`config.mk`:
```
export PLATFORM = sky130hd
export DESIGN_NAME = ldr_cmd_gate
export DESIGN_NICKNAME = d
export VERILOG_FILES = /design/src/rtl/ldr_cmd_pkg.sv /design/src/rtl/ldr_cmd_decode.sv /design/src/rtl/ldr_key_arm.sv /design/src/rtl/ldr_pulse_reg.sv /design/src/rtl/ldr_cmd_gate.sv
export SDC_FILE = /design/constraint.sdc
export NUM_CORES = 1
export LEC_CHECK = 0
export BUFFER_PORTS_ARGS = -buffer_cell sky130_fd_sc_hd__clkbuf_2
export CAP_MARGIN = 10
export CORE_MARGIN = 8
export CORE_UTILIZATION = 45
export DETAILED_ROUTE_END_ITERATION = 12
export PLACE_DENSITY_LB_ADDON = 0.05
export SYNTH_ARGS = -nofsm -noshare
export SYNTH_HDL_FRONTEND = slang
export SYNTH_SLANG_ARGS = --single-unit
```
`constraint.sdc`:
```
create_clock -name clk -period 0.9 [get_ports clk]
set_input_delay 0.045 -clock clk [delete_from_list [all_inputs] [get_ports clk]]
set_output_delay 0.045 -clock clk [all_outputs]
set_load 0.02 [all_outputs]
```
`src/rtl/ldr_cmd_pkg.sv`:
```
package ldr_cmd_pkg;

  localparam int NCMD = 13;

  typedef enum logic [3:0] {
    CI_C = 4'd0, CI_D = 4'd1, CI_F = 4'd2, CI_G = 4'd3, CI_L = 4'd4,
    CI_N = 4'd5, CI_P = 4'd6, CI_R = 4'd7, CI_T = 4'd8, CI_U = 4'd9,
    CI_V = 4'd10, CI_W = 4'd11, CI_Z = 4'd12
  } cmd_idx_e;

  // Commands that reach the encrypted memory and load the session key.
  localparam logic [NCMD-1:0] MEM_MASK =
    (NCMD'(1) << CI_C) | (NCMD'(1) << CI_D) | (NCMD'(1) << CI_F) |
    (NCMD'(1) << CI_L) | (NCMD'(1) << CI_V);

  function automatic logic [7:0] code_of(input int idx);
    case (idx)
      0:  code_of = "C";
      1:  code_of = "D";
      2:  code_of = "F";
      3:  code_of = "G";
      4:  code_of = "L";
      5:  code_of = "N";
      6:  code_of = "P";
      7:  code_of = "R";
      8:  code_of = "T";
      9:  code_of = "U";
      10: code_of = "V";
      11: code_of = "W";
      default: code_of = "Z";
    endcase
  endfunction

endpackage

```
`src/rtl/ldr_cmd_decode.sv`:
```
module ldr_cmd_decode
  import ldr_cmd_pkg::*;
#(
  parameter int BYTE_W = 8
) (
  input  logic [BYTE_W-1:0] byte_data,
  output logic [NCMD-1:0]   hit,
  output logic              known,
  output logic              mem_hit
);

  for (genvar gi = 0; gi < NCMD; gi++) begin : g_match
    assign hit[gi] = (byte_data == BYTE_W'(code_of(gi)));
  end

  assign known   = |hit;
  assign mem_hit = |(hit & MEM_MASK);

endmodule

```
`src/rtl/ldr_key_arm.sv`:
```
module ldr_key_arm (
  input  logic clk,
  input  logic rst_n,
  input  logic sess_start,
  input  logic consume,
  output logic armed_eff
);

  logic armed_q;
  logic armed_d;

  assign armed_eff = armed_q | sess_start;

  always_comb begin
    armed_d = armed_eff;
    if (consume) armed_d = 1'b0;
  end

  always_ff @(posedge clk or negedge rst_n) begin
    if (!rst_n) armed_q <= 1'b0;
    else        armed_q <= armed_d;
  end

endmodule

```
`src/rtl/ldr_pulse_reg.sv`:
```
module ldr_pulse_reg #(
  parameter int W = 1
) (
  input  logic         clk,
  input  logic         rst_n,
  input  logic [W-1:0] d,
  output logic [W-1:0] q
);

  always_ff @(posedge clk or negedge rst_n) begin
    if (!rst_n) q <= '0;
    else        q <= d;
  end

endmodule

```
`src/rtl/ldr_cmd_gate.sv`:
```
module ldr_cmd_gate
  import ldr_cmd_pkg::*;
#(
  parameter int BYTE_W = 8
) (
  input  logic              clk,
  input  logic              rst_n,
  input  logic              sess_start,
  input  logic              byte_vld,
  input  logic [BYTE_W-1:0] byte_data,
  input  logic              lock_set,
  output logic [NCMD-1:0]   cmd_stb,
  output logic              access_deny,
  output logic              bad_cmd,
  output logic              lock_set_req,
  output logic              lock_clr_req,
  output logic              key_commit
);

  localparam int OUT_W = NCMD + 5;

  logic [NCMD-1:0] hit;
  logic            known;
  logic            mem_hit;
  logic            armed_eff;
  logic            consume;

  logic [NCMD-1:0] stb_d;
  logic            deny_d, bad_d, set_d, clr_d, commit_d;
  logic [OUT_W-1:0] out_d, out_q;

  ldr_cmd_decode #(.BYTE_W(BYTE_W)) u_dec (
    .byte_data (byte_data),
    .hit       (hit),
    .known     (known),
    .mem_hit   (mem_hit)
  );

  // Commit only when a memory command is allowed through in an armed session.
  assign consume = byte_vld & mem_hit & ~lock_set & armed_eff;

  ldr_key_arm u_arm (
    .clk        (clk),
    .rst_n      (rst_n),
    .sess_start (sess_start),
    .consume    (consume),
    .armed_eff  (armed_eff)
  );

  always_comb begin
    stb_d    = '0;
    deny_d   = 1'b0;
    bad_d    = 1'b0;
    set_d    = 1'b0;
    clr_d    = 1'b0;
    commit_d = 1'b0;
    if (byte_vld) begin
      bad_d = ~known;
      if (mem_hit && lock_set) begin
        deny_d = 1'b1;
      end else begin
        stb_d    = hit;
        commit_d = consume;
      end
      set_d = hit[CI_Z];
      clr_d = hit[CI_U];
    end
  end

  assign out_d = {stb_d, deny_d, bad_d, set_d, clr_d, commit_d};

  ldr_pulse_reg #(.W(OUT_W)) u_out (
    .clk   (clk),
    .rst_n (rst_n),
    .d     (out_d),
    .q     (out_q)
  );

  assign {cmd_stb, access_deny, bad_cmd, lock_set_req, lock_clr_req, key_commit} = out_q;

endmodule

```
## After elaboration in Yosys (flattened, before gate mapping)

Cells that the tools add are included.

- Register bits: 19
- Bits of input ports: 13
- Output and inout port bits: 18
- Logic and storage cells: 34

- Eq/ne operators: 13
- Mux-type cells: 10
- Bitwise operators: 6
- Reduce and logical (&&, ||, !) cells: 3

Operators by type and width:

| kind | count |
|---|---|
| 8-bit by 7-bit equality test with 1-bit output (second input constant) | 13 |
| 13-bit 2-to-1 mux | 2 |
| 13-bit OR reduction | 1 |
| 1-bit 2-to-1 mux | 8 |
| 5-bit OR reduction | 1 |
| 1-bit AND | 3 |
| 1-bit NOT | 2 |
| 1-bit logical AND | 1 |
| 1-bit bitwise OR | 1 |

## Longest topological paths before layout

Gate-level depths: netlist (run 1).

- Word-level depth: 7
- Gate-level depth with buffers: 4
- Mapped depth without buffers: 3

## Modules after synthesis

Synthesis (run 1) repeated with hierarchy kept, for this count alone.

- Cell total of the unflattened synthesis: 83
- Area, all modules: 888.4 µm²

Modules (own cells, without submodules):

| module | instances | cells each | area each (µm²) | seq. area each (µm²) |
|---|---|---|---|---|
| ldr_pulse_reg | 1 | 18 | 450.4 | 450.4 |
| ldr_cmd_decode | 1 | 40 | 235.2 | 0.0 |
| ldr_cmd_gate | 1 | 22 | 161.4 | 0.0 |
| ldr_key_arm | 1 | 3 | 41.3 | 25.0 |

## Worst setup path before layout (run 1)

OpenSTA, ideal clock, no wires.

- Path type: input to register
- Start point: input byte_data[7]
- End point: register u_out.q[6]
- Setup time: 0.107 ns
- Arrival: 0.800 ns
- Required time: 0.793 ns
- Slack: -0.007 ns
- Cell stages on the path: 3
- Path buffers: 0
- Cell sequence: and4bb_2 > nand3b_4 > a2111oi_4

- Cells in the longest elaborated chain, start to end: 5

RTL lines:

| item | line | source |
|---|---|---|
| start: declaration | ldr_cmd_gate.sv:10 | `input logic [BYTE_W-1:0] byte_data,` |
| 8-bit by 7-bit equality test with 1-bit output | ldr_cmd_decode.sv:13 | `assign hit[gi] = (byte_data == BYTE_W'(code_of(gi)));` |
| 5-bit OR reduction | ldr_cmd_decode.sv:17 | `assign mem_hit = \|(hit & MEM_MASK);` |
| 1-bit logical AND | ldr_cmd_gate.sv:59 | `if (mem_hit && lock_set) begin` |
| 13-bit 2-to-1 mux * | ldr_cmd_gate.sv:59 |  |
| 13-bit 2-to-1 mux * | ldr_cmd_gate.sv:57 | `if (byte_vld) begin` |
| via stb_d[1] | ldr_cmd_gate.sv:28 | `logic [NCMD-1:0] stb_d;` |
| end signal: assignment | ldr_pulse_reg.sv:11 | `if (!rst_n) q <= '0;` |
| end signal: assignment | ldr_pulse_reg.sv:12 | `else q <= d;` |
| end: declaration | ldr_pulse_reg.sv:7 | `output logic [W-1:0] q` |

The timed path passes the listed nets; every way through them passes the cells marked *.

## Final worst setup path (run 1)

- Start point: register u_out.q[5]
- End point: output cmd_stb[0]

RTL lines:

| item | line | source |
|---|---|---|
| end: declaration | ldr_cmd_gate.sv:12 | `output logic [NCMD-1:0] cmd_stb,` |

No word-level cell between the ends.

==> impl_metrics.tcl, run 1 <==
set metrics [dict create \
    portBuffers 30 \
    wl_per_cell_um 12.9 \
    grt_use_total_pct 11.7 \
    route.detailed.drc 0 \
    critPathSlowestCell "dfrtp_1" \
    p_leak_nw 0.610 \
    yosysWarningCount 0 \
    hold_class "primary input to flop" \
    cts.reportedPaths.clkPinSlew_ns 0.10 \
    synth_edf_count 0 \
    cp-start-kind "flop" \
    nets 128 \
    cap_viol_max_count 0 \
    setup_viol 0 \
    synth_mux_area_share_pct 1.35 \
    r2r_end "u_arm.armed_q" \
    syn_nets 78 \
    reg2reg_depth 2 \
    min_to "u_arm.armed_q" \
    synth_commonest_cells "dfrtp_1, nor2_1" \
    ir_drop_mv 0.759 \
    synthTopCellsByArea "dfrtp_1, a2111oi_4, nor3b_1" \
    holdPathStages 3 \
    finalPower_mw 1.49 \
    synth-xor-area-share_pct 0 \
    die_h_um 59.1 \
    finalWirelength_mm 1.79 \
    grt_first_pass_wirelength_mm 3.19 \
    synth-seq-cells 19 \
    globalRouteOverflowTotal 0 \
    ys.flop_type "dfrtp_1" \
    postPlaceCellArea_sq_mm 0.00112 \
    tightest_slew_ns 0.473 \
    cpPeakStageDelay_ns 0.40 \
    coreArea_sq_mm 0.00175 \
    grt.met2_usage_pct 18.4 \
    synth_top_cell_by_area "dfrtp_1" \
    cts_max_level 1 \
    clockBufferDepth 2 \
    met1_usage_pct 14.6 \
    rsz0062_at_grt "yes" \
    dp.cells 134 \
    antenna_found_initial 0 \
    crit_fanout 1 \
    maxSlewViolCount 0 \
    dieArea_sq_mm 0.00350 \
    synth.avg_cell_area_sq_um 12.9 \
    cts_tree "built" \
    seq_area_frac_synth_pct 56.8 \
    hold_start "lock_set" \
    num_rows 15 \
    routed_via_density 4.81 \
    yosysUniqueCellTypes 27 \
    first_iter_violations 13 \
    cts-root-buf "clkbuf_4" \
    hpwl_mm 1.45 \
    synth_top_family_by_area "simple AND/OR/NAND/NOR gates" \
    syn_inst 65 \
    gp_congestion 0.793 \
    area_delta_synth_final_pct 41.6 \
    vias 668 \
    synth_compound_area_share_pct 12.4 \
    final_cell_count_no_fill 139 \
    yosysMostFrequentCell "dfrtp_1" \
    busiest_layer "met2" \
    p_per_area_mw_per_mm2 1260 \
    fp.dieW_um 59.1 \
    finish.utilization_pct 67.9 \
    post_cts.repair.setup_buffers 0 \
    cp.required_ns 0.85 \
    synth-async-reset-ratio_pct 100 \
    grt_max_degree 20 \
    max_freq_mhz 1140 \
    layout_min_cycle_time_ns 0.874 \
    dr.pass1.iters 4 \
    layout-drive-gt1-share_pct 51.8 \
    fin_worst_skew_ns 0.00000308 \
    cpLargestDelayFamily "flip-flops" \
    clk_latency_ns 0.29 \
    rr_startpoint "u_arm.armed_q" \
    cp-end-kind "output port" \
    synth_top_cell_area_share_pct 56.8 \
    critPathBufInv 1 \
    dp_slack_ns -0.196 \
    maxSlewHeadroom_pct 68.5 \
    io-pin-count 31 \
    yosys.area_share.simple_pct 26.3 \
    synth_fa_ha_area_share_pct 0 \
    cts_made_buffers 3 \
    tns_ns 0 \
    start_util_pct 48.0 \
    grt_pass1_vias 726 \
    detail-route-antenna-nets 0 \
    use_met3_pct 2.82 \
    netlist_area_sq_um 837 \
    n_antenna_cell 0 \
    layout_setup_ws_ns 0.0261 \
    whs_ns 0.0110 \
    period_share_pct 97.1 \
    stdcell_area_sq_mm 0.00118 \
    clock_sinks 19 \
    hold_viol 0 \
    critPathKind "flop to output port" \
    status "complete, no violations" \
    rrSetupSlack_ns 0.19 \
    arrival_ns 0.83 \
    cp_cell_sequence "buf_6" \
]
==> flip-flops by register name, indices dropped and copies added (netlist names) <==
| name | flops |
|---|---|
| u_out.q | 18 |
| u_arm.armed_q | 1 |
==> per-layer routing <==
| layer | part of all wire (%) | vias to the layer above |
|---|---|---|
| li1 | - | 337 |
| met1 | 45 | 309 |
| met2 | 48 | 19 |
| met3 | 5.3 | 3 |
| met4 | 1.2 | 0 |
| met5 | 0 | - |
==> where the power goes <==
group	leakage [nW]	switching [mW]	internal (mW)
logic	0.337	0.111	0.100
clock network	0.0150	0.246	0.173
registers	0.258	0.00111	0.858
==> how the worst max path moves through the flow <==
stage,start,end,depth (start not counted)
2_1_floorplan,byte_data[5],u_out.q[9],3
3_3_place_gp,byte_data[5],u_out.q[9],4
3_5_place_dp,byte_data[5],u_out.q[9],4
4_1_cts,u_out.q[14],cmd_stb[9],1
5_1_grt,u_out.q[5],cmd_stb[0],1
6_report,u_out.q[5],cmd_stb[0],1
==> cells in the final DEF (no fill, tap or decap), types with 3 or more instances in the layout <==
cell type | netlist | final
buf_6 | 0 | 4
nor3_1 | 3 | 3
clkbuf_4 | 0 | 3
dfrtp_1 | 19 | 19
inv_1 | 3 | 3
nor2_1 | 5 | 5
nand2_1 | 3 | 3
nor3b_1 | 3 | 3
nor4_1 | 3 | 3
clkbuf_2 | 0 | 24
buf_4 | 2 | 16
==> layout make-up <==
class	count	area, sq um
Fill cell	152	561
Tap cell	25	31.3
Clock buffer	4	26.3
Multi-Input combinational cell	41	335
Timing Repair Buffer	47	305
Sequential cell	19	475
Inverter	3	11.3
==> logic make-up after synthesis <==
group           count (synthesis)
flops                          19
simple gates                   32
buf+inv                         5
compound gates                  8
mux                             1
==> timing repair <==
item                                   in CTS  in global routing
gates resized for setup                     0                 14
hold buffers                                1                  0
endpoints found under the hold margin      19                  0
setup endpoints to repair                   0                  7
No activity file was read; power rests on OpenSTA's default activity.
==> run 2, diff against run 1 <==
--- a/config.mk
+++ b/config.mk
@@ -7,6 +7,7 @@
 export LEC_CHECK = 0
 export BUFFER_PORTS_ARGS = -buffer_cell sky130_fd_sc_hd__clkbuf_2
 export CAP_MARGIN = 10
+export CORE_ASPECT_RATIO = 0.75
 export CORE_MARGIN = 8
 export CORE_UTILIZATION = 45
 export DETAILED_ROUTE_END_ITERATION = 12
==> run 2 against run 1 <==
Net effect: cell count shrank 1.4%; utilization rose by 5.5 points; combinational power rose by 7%; die area grew 0.40%; sequential share of layout area down 2.9 points; final area rose by 7.8%; total power up 1.2%; sequential power about the same; largest cell class unchanged; largest power group unchanged; highest routed layer unchanged.
==> impl_metrics.tcl, run 2 (synthesis gave the netlist of run 1 again) <==
set metrics [dict create \
    p_per_area_mw_per_mm2 1180 \
    nets 129 \
    stdcell_area_sq_mm 0.00128 \
    start_util_pct 48.1 \
    dr.pass1.iters 4 \
    status "complete, no violations" \
    cts.reportedPaths.clkPinSlew_ns 0.10 \
    dieArea_sq_mm 0.00351 \
    regMostFlops "u_out.q" \
    first_iter_violations 21 \
    vias 666 \
    critPathKind "flop to output port" \
    layout_min_cycle_time_ns 0.883 \
    layout.cells.most_common "dfrtp_1" \
    dp.cells 132 \
    num_rows 13 \
    whs_ns 0.0109 \
    setup_viol 0 \
    tns_ns 0 \
    fin_worst_skew_ns 0.000470 \
    maxSlewHeadroom_pct 69.6 \
    route.detailed.drc 0 \
    final_cell_mix "dfrtp_1, buf_6, buf_4" \
    tightest_slew_ns 0.456 \
    fp.dieW_um 65.8 \
    critPathSlowestCell "dfrtp_1" \
    cts_made_buffers 3 \
    cp.required_ns 0.85 \
    period_share_pct 98.1 \
    grt_pass1_vias 722 \
    die_h_um 53.4 \
    cpPeakStageDelay_ns 0.40 \
    hpwl_mm 1.60 \
    hold_viol 0 \
    postPlaceCellArea_sq_mm 0.00113 \
    layout-drive-gt1-share_pct 53.0 \
    critPathBufInv 1 \
    clockBufferDepth 2 \
    cpLargestDelayFamily "flip-flops" \
    cts_max_level 1 \
    portBuffers 30 \
    io-pin-count 31 \
    detail-route-antenna-nets 0 \
    cts_tree "built" \
    arrival_ns 0.84 \
    ir_drop_mv 0.890 \
    hold_class "primary input to flop" \
    post_cts.repair.setup_buffers 0 \
    maxSlewViolCount 0 \
    max_freq_mhz 1130 \
    area_delta_synth_final_pct 52.6 \
    cp-end-kind "output port" \
    clk_latency_ns 0.29 \
    largest_reg_flops 18 \
    finalPower_mw 1.51 \
    cp-start-kind "flop" \
    crit_cells 1 \
    crit_fanout 1 \
    gp_congestion 0.850 \
    cts-root-buf "clkbuf_4" \
    rsz0062_at_grt "yes" \
    routed_via_density 4.86 \
    cp_cell_sequence "buf_6" \
    antenna_found_initial 0 \
    finalWirelength_mm 2.03 \
    coreArea_sq_mm 0.00174 \
    globalRouteOverflowTotal 0 \
    clock_sinks 19 \
    cap_viol_max_count 0 \
    final_cell_count_no_fill 137 \
    p_leak_nw 0.638 \
    grt_max_degree 20 \
    holdPathStages 3 \
    n_antenna_cell 0 \
    top_regs "u_out.q x18, u_arm.armed_q x1" \
    grt_use_total_pct 13.1 \
    reg2reg_depth 2 \
    wl_per_cell_um 14.8 \
    grt_first_pass_wirelength_mm 3.41 \
]
run 2: metrics by stage:
stage / util [%] / setup WS [ns]
2_1_floorplan: - / 0.0480
3_3_place_gp: 64.8 / -0.146
3_5_place_dp: 64.8 / -0.246
4_1_cts: 66.9 / 0.00796
5_1_grt: 73.4 / -0.0222
6_report: 73.4 / 0.0174
run 2: worst paths after layout:
| check | start | end | slack (ns) |
|---|---|---|---|
| worst min register to register | u_arm.armed_q | u_arm.armed_q | 0.57 |
| worst max-delay path | u_out.q[8] | cmd_stb[3] | 0.02 |
| worst min-delay path | lock_set | u_arm.armed_q | 0.01 |
| worst max register to register | u_arm.armed_q | u_out.q[0] | 0.17 |
| max in group asynchronous | rst_n | u_out.q[6] | 0.38 |
| min in group asynchronous | rst_n | u_out.q[2] | 0.20 |
run 2: cell type report:
type	count	area, sq um
well taps	22	27.5
flip-flops and latches	19	475
inverters	3	11.3
fillers	131	463
clock inverters	1	5.00
repair buffers	48	400
multi-input cells	41	335
clock buffers	3	22.5
run 2: metal layers:
metal  track usage (%)  vias up  part of all wire, %
met5                 0        -                    0
met4              4.33        0                 0.59
met3              6.11        2                  8.3
met2              20.0       22                   48
met1              15.8      306                   43
li1                  -      336                    -
run 2: power by group:
| part | total, mW | switching [mW] | internal [mW] |
|---|---|---|---|
| Combinational | 0.225 | 0.115 | 0.110 |
| Clock | 0.422 | 0.256 | 0.166 |
| Sequential | 0.860 | 0.00222 | 0.858 |
| Total | 1.51 | 0.373 | 1.13 |
run 2: timing repair:
item                                   in CTS  in global routing
gates resized for setup                     0                 54
endpoints found under the hold margin      19                  0
setup endpoints to repair                   0                 18
hold buffers                                1                  0
==> run 3, diff against run 2 <==
--- a/config.mk
+++ b/config.mk
@@ -5,11 +5,12 @@
 export SDC_FILE = /design/constraint.sdc
 export NUM_CORES = 1
 export LEC_CHECK = 0
+export ABC_CLOCK_PERIOD_IN_PS = 900
 export BUFFER_PORTS_ARGS = -buffer_cell sky130_fd_sc_hd__clkbuf_2
 export CAP_MARGIN = 10
 export CORE_ASPECT_RATIO = 0.75
 export CORE_MARGIN = 8
-export CORE_UTILIZATION = 45
+export CORE_UTILIZATION = 47
 export DETAILED_ROUTE_END_ITERATION = 12
 export PLACE_DENSITY_LB_ADDON = 0.05
 export SYNTH_ARGS = -nofsm -noshare
==> run 3 against run 2 <==
Net effect: count of clock-buffer cells in the layout is the same; final area decreased by 4.0%; largest power group unchanged; sequential cell count unchanged; routed wire length decreased by 6.6%; die area fell by 3.1%; hold slack better by 0.011 ns; combinational power decreased by 4%; critical endpoint is now cmd_stb[9]; critical path type unchanged; utilization shrank 1.6 points.
==> impl_metrics.tcl, run 3 (synthesis gave the netlist of run 1 again) <==
set metrics [dict create \
    status "complete, no violations" \
    p_per_area_mw_per_mm2 1220 \
    area_delta_synth_final_pct 46.5 \
    wl_per_cell_um 14.0 \
    cp.required_ns 0.85 \
    route.detailed.drc 0 \
    postPlaceCellArea_sq_mm 0.00112 \
    start_util_pct 49.0 \
    fin_worst_skew_ns 0.0000579 \
    largest_reg_flops 18 \
    die_h_um 52.6 \
    setup_viol 0 \
    maxSlewViolCount 0 \
    layout-drive-gt1-share_pct 52.6 \
    stdcell_area_sq_mm 0.00123 \
    switching_power_uw 375 \
    finalWirelength_mm 1.90 \
    cts-root-buf "clkbuf_4" \
    fill_cells 137 \
    cpPeakStageDelay_ns 0.39 \
    portBuffers 30 \
    whs_ns 0.0216 \
    cts_made_buffers 3 \
    dr.pass1.iters 3 \
    clk_latency_ns 0.29 \
    cp-end-kind "output port" \
    ir_drop_mv 1.26 \
    vias 675 \
    grt_max_degree 20 \
    layout_min_cycle_time_ns 0.868 \
    hpwl_mm 1.54 \
    period_share_pct 96.4 \
    critPathBufInv 1 \
    dieArea_sq_mm 0.00340 \
    cp_cell_sequence "buf_6" \
    hold_viol 0 \
    cp-start-kind "flop" \
    io-pin-count 31 \
    swShare_pct 25.0 \
    tightest_slew_ns 0.461 \
    top_regs "u_out.q x18, u_arm.armed_q x1" \
    n_antenna_cell 0 \
    grt.met2_usage_pct 18.5 \
    rsz0062_at_grt "yes" \
    antenna_found_initial 0 \
    layout.cells.most_common "dfrtp_1" \
    grt_use_total_pct 12.2 \
    gp_congestion 0.880 \
    detail-route-antenna-nets 0 \
    p_clk_share_pct 28.3 \
    cpLargestDelayFamily "flip-flops" \
    regMostFlops "u_out.q" \
    arrival_ns 0.82 \
    clock_sinks 19 \
    clockBufferDepth 2 \
    critPathSlowestCell "dfrtp_1" \
    p_leak_nw 0.624 \
    hold_class "primary input to flop" \
    final_cell_count_no_fill 136 \
    first_iter_violations 8 \
    nets 128 \
    globalRouteOverflowTotal 0 \
    coreArea_sq_mm 0.00171 \
    max_freq_mhz 1150 \
    cts.reportedPaths.clkPinSlew_ns 0.10 \
    routed_via_density 4.96 \
    fp.dieW_um 64.7 \
    final_cell_mix "dfrtp_1, clkbuf_2, buf_4" \
    cts_max_level 1 \
    grt_pass1_vias 717 \
    cap_viol_max_count 0 \
    met1_usage_pct 15.5 \
    grt_first_pass_wirelength_mm 3.23 \
    seqPwrFrac_pct 57.3 \
    busiest_layer "met2" \
    maxSlewHeadroom_pct 69.3 \
    dp.cells 131 \
    p_int_mw 1.12 \
    critPathKind "flop to output port" \
    cts_tree "built" \
    num_rows 13 \
    comb_power_share_pct 14.4 \
    finalPower_mw 1.50 \
    use_met3_pct 5.98 \
    crit_fanout 1 \
]
run 3: cell count changes in the layout (fill, tap and decap cells not counted), sizes merged:
cell | before | now
buf | 35 | 29
clkbuf | 15 | 20
run 3: worst paths after layout:
path                       slack, ns            end  cells after the start           from
setup reg to reg                0.18  u_arm.armed_q                      2  u_arm.armed_q
hold reg to reg                 0.57  u_arm.armed_q                      2  u_arm.armed_q
setup / recovery                0.03     cmd_stb[9]                      1    u_out.q[14]
min in group asynchronous       0.22     u_out.q[3]                      2          rst_n
hold / removal                  0.02  u_arm.armed_q                      3       lock_set
max in group asynchronous       0.37     u_out.q[6]                      2          rst_n
run 3: timing repair:
action,in CTS,in global routing
resized for setup,0,35
setup endpoints to repair,0,13
hold buffers,1,0
buffers inserted,0,0
endpoints found under the hold margin,19,0
run 3: power by group through the flow:
| stage | Sequential [mW] | Clock [mW] | Combinational, mW |
|---|---|---|---|
| floorplan | 0.882 | 0 | 0.0898 |
| global placement | 0.876 | 0 | 0.208 |
| detailed placement | 0.876 | 0 | 0.212 |
| CTS | 0.859 | 0.433 | 0.217 |
| global route | 0.860 | 0.475 | 0.235 |
| finish | 0.859 | 0.425 | 0.216 |
run 3: layout make-up:
class	count	area, sq um	area share, %
sequential	19	475	38.8
clock inverter	1	5.00	0.408
tap	22	27.5	2.24
clock buffer	3	22.5	1.84
timing repair buffer	47	349	28.5
multi-input combinational	41	335	27.3
inverter	3	11.3	0.918
run 3: per-stage QoR:
stage                     utilization, %  worst slack (ns)  TNS (ns)
final                               71.8            0.0324         0
after global routing                71.8          -0.00492  -0.00492
after CTS                           67.8            0.0182         0
after detailed placement            65.6            -0.196     -1.85
after global placement              65.6            -0.167     -1.55
after floorplan                        -            0.0480         0
run 3: layer usage:
layer | vias up | routed length, um
met3 | 0 | 178
met5 | - | 0
met2 | 21 | 817
met4 | 0 | 0
li1 | 334 | -
met1 | 320 | 902
